## config.mk

```make
export PLATFORM = sky130hd
export DESIGN_NAME = dma_rc_legal
export DESIGN_NICKNAME = d
export VERILOG_FILES = /design/src/rtl/dma_rc_pkg.sv /design/src/rtl/dma_rc_legal.sv
export SDC_FILE = /design/constraint.sdc
export NUM_CORES = 1
export LEC_CHECK = 0
export ABC_AREA = 0
export BUFFER_PORTS_ARGS = -buffer_cell sky130_fd_sc_hd__buf_2
export CAP_MARGIN = 5
export CORE_AREA = 3 3 40 42
export DETAILED_ROUTE_END_ITERATION = 6
export DIE_AREA = 0 0 43 45
export PLACE_DENSITY = 0.42
export SLEW_MARGIN = 15
export SYNTH_ARGS = -nofsm -noshare
export SYNTH_HDL_FRONTEND = slang
export SYNTH_SLANG_ARGS = --single-unit
```

## constraint.sdc

```tcl
create_clock -name vclk -period 2.8
set_input_delay 0.14 -clock vclk [all_inputs]
set_output_delay 0.14 -clock vclk [all_outputs]
set_load 0.01 [all_outputs]
```

## src/rtl/dma_rc_pkg.sv

```systemverilog
package dma_rc_pkg;

  typedef struct packed {
    logic bounce;
    logic illegal;
  } rc_verdict_t;

  localparam int unsigned CHAN_LEGAL_W = 3;
  localparam int unsigned WORD_SEL_BIT = 2;

endpackage

```

## src/rtl/dma_rc_legal.sv

```systemverilog
module dma_rc_legal #(
  parameter int unsigned LEN_W      = 20,
  parameter int unsigned CH_IN_W    = 4,
  parameter int unsigned BYTE_WIN_W = 16,
  parameter int unsigned WORD_WIN_W = 17
) (
  input  logic [LEN_W-1:0]   len_i,
  input  logic [CH_IN_W-1:0] chan_i,
  input  logic               addr_lsb_i,
  output logic               word_o,
  output logic               illegal_o
);
  import dma_rc_pkg::*;

  localparam logic [LEN_W-1:0] BYTE_MAX = LEN_W'(64'd1 << BYTE_WIN_W);
  localparam logic [LEN_W-1:0] WORD_MAX = LEN_W'(64'd1 << WORD_WIN_W);

  logic chan_bad;
  logic len_bad;
  logic align_bad;

  generate
    if (CH_IN_W > CHAN_LEGAL_W) begin : g_wide_chan
      assign chan_bad = |chan_i[CH_IN_W-1:CHAN_LEGAL_W];
    end else begin : g_exact_chan
      assign chan_bad = 1'b0;
    end
  endgenerate

  assign word_o    = chan_i[WORD_SEL_BIT];
  assign len_bad   = (len_i == '0) |
                     (word_o ? (len_i > WORD_MAX) : (len_i > BYTE_MAX));
  assign align_bad = word_o & addr_lsb_i;
  assign illegal_o = chan_bad | len_bad | align_bad;

endmodule

```

==> flow_metrics.py <==
metrics = {
    "global_routing": {
        "antenna_found_initial": 0,
        "grt_pass1_vias": 169,
        "grt_pass1_wl_um": 634,
        "globalRouteOverflowTotal": 0,
        "grt_util_all_layers_pct": 3.90,
        "grt_max_degree": 5,
    },
    "cells_and_area": {
        "clkbuf_count": 0,
        "fin_nets": 66,
        "fin_area_um2": 236,
        "drive_gt1_share_pct": 69.2,
        "regArea_um2": 0,
        "final_cell_mix": "25 x buf_2, 4 x nor4_1, 2 x nand2_1",
        "design.seq.count": 0,
        "diodes": 0,
        "multi_input_area_um2": 88.8,
        "layout_commonest_cell": "buf_2",
        "area_delta_synth_final_pct": 136,
        "fill_cells": 145,
    },
    "critical_path": {
        "path_max_fanout": 3,
        "worstSetupPathType": "in -> out",
        "cp.arrival_ns": 1.58,
        "cp-start-kind": "input pin",
        "end_kind": "primary output",
        "worstSetupStartpoint": "len_i[0]",
        "cp.required_ns": 2.66,
    },
    "place": {
        "place_hpwl_um": 384,
        "gp_congestion": 0.708,
        "port_buffers": 25,
        "dpl_cell_area_um2": 236,
    },
    "synth": {
        "yosys_warnings": 0,
        "synth_nets": 40,
        "avgSynthCellArea_um2": 6.67,
        "synth-xor-area-share_pct": 0,
        "synth_compound_gate_area_share_pct": 8.75,
        "synth_cell_types": 11,
        "syn-cell-area_um2": 100,
        "synth_fa_ha_area_share_pct": 0,
        "synth_top_family_by_area": "simple AND/OR/NAND/NOR gates",
        "synth_simple_gate_area_share_pct": 70.0,
        "synth.area.mux_share_pct": 10.0,
        "synthCells": 15,
        "ys_seq_area_share_pct": 0,
    },
    "timing": {
        "final_hold_viol_count": 0,
        "finalCriticalPeriod_ns": 1.72,
        "finalMaxSlewViolations": 0,
        "fin_crit_sh_pct": 61.4,
        "setup_viol": 0,
        "fmax_ghz": 0.582,
        "final.setup.tns_ns": 0,
        "relSlewSlack_pct": 83.1,
        "worstMarginPinSlew_ns": 0.252,
        "rsz0062_at_grt": "false",
    },
    "routing": {
        "drt_iter0_drc": 1,
        "totalWireLength_um": 392,
        "wire_per_inst_um": 7.26,
        "ant_nets": 0,
        "vias_per_cell": 3.89,
        "vias": 210,
        "drc": 0,
        "dr.pass1.iters": 2,
    },
    "power_and_ir_drop": {
        "power.leakage_nw": 0.124,
        "p_total_w": 0.0000235,
        "ir_drop_v": 0.0000200,
        "power_density_nw_per_um2": 99.4,
    },
    "worst_hold_path": {
        "min_path_type": "in -> out",
        "min_from": "chan_i[2]",
    },
    "floorplan": {
        "fp.dieH_um": 45,
        "core_um2": 1280,
        "chipWidth_um": 43,
        "fp-row-count": 13,
        "die_area_um2": 1940,
        "pin_count": 27,
        "initial_utilization_pct": 7.79,
    },
    "run_status": {
        "status": "complete, no violations",
    },
    "job": {
        "maxCapViolations": 0,
    },
    "clocking": {
        "cts.repair.resized": 0,
        "cts_hold_buf": 0,
        "cts_setup_buffers": 0,
    },
}
## synthesized netlist by cell type
cell type / instances / area, um^2
a311oi_1: 1 / 8.76
buf_4: 1 / 7.51
nor4_1: 4 / 25.0
nor2_1: 1 / 3.75
inv_1: 1 / 3.75
or4_1: 1 / 7.51
nand4_1: 1 / 6.26
nor4_2: 1 / 12.5
and3_2: 1 / 7.51
mux2i_1: 1 / 10.0
nand2_1: 2 / 7.51
## metal layers
metal | vias up | part of all wire, % | track usage (%)
li1 | 111 | - | -
met1 | 77 | 40 | 6.67
met2 | 22 | 32 | 5.09
met3 | 0 | 28 | 0.797
met4 | 0 | 0 | 0
met5 | - | 0 | 0
## worst max-delay path, cell delays in order
cell	delay [ns]
buf_2	0.09
nor4_1	0.28
nand4_1	0.19
nor4_1	0.26
a311oi_1	0.07
or4_1	0.39
buf_2	0.15
## per-stage QoR
step / hold slack, ns / utilization, % / instances / setup WS (ns)
final: 0.524 / 18.4 / 54 / 1.08
after global routing: 0.538 / 18.4 / 54 / 0.963
after CTS: 0.528 / 18.4 / 54 / 1.03
after detailed placement: 0.528 / 18.4 / 54 / 1.04
after global placement: 0.529 / 18.4 / 54 / 1.00
after floorplan: 0.372 / - / 15 / 1.39
## final cells by class
cell class / count / area share (%)
multi-input combinational: 13 / 37.6
tap: 15 / 7.94
timing repair buffer: 25 / 52.9
inverter: 1 / 1.59
## power by group
part	total [W]	switching [W]	internal [W]
clock network	0	0	0
logic	0.0000235	0.00000861	0.0000149
registers	0	0	0
total	0.0000235	0.00000861	0.0000149
## kinds of logic after synthesis
family / count (synthesis)
buffers and inverters: 2
AOI/OAI and AO/OA: 1
and+or+nand+nor: 11
muxes: 1
## path summary, 6_finish.rpt
check,cells after the start,slack (ns),endpoint
max,7,1.08,illegal_o
min,2,0.52,word_o
Power figures use the tool's default switching activity.
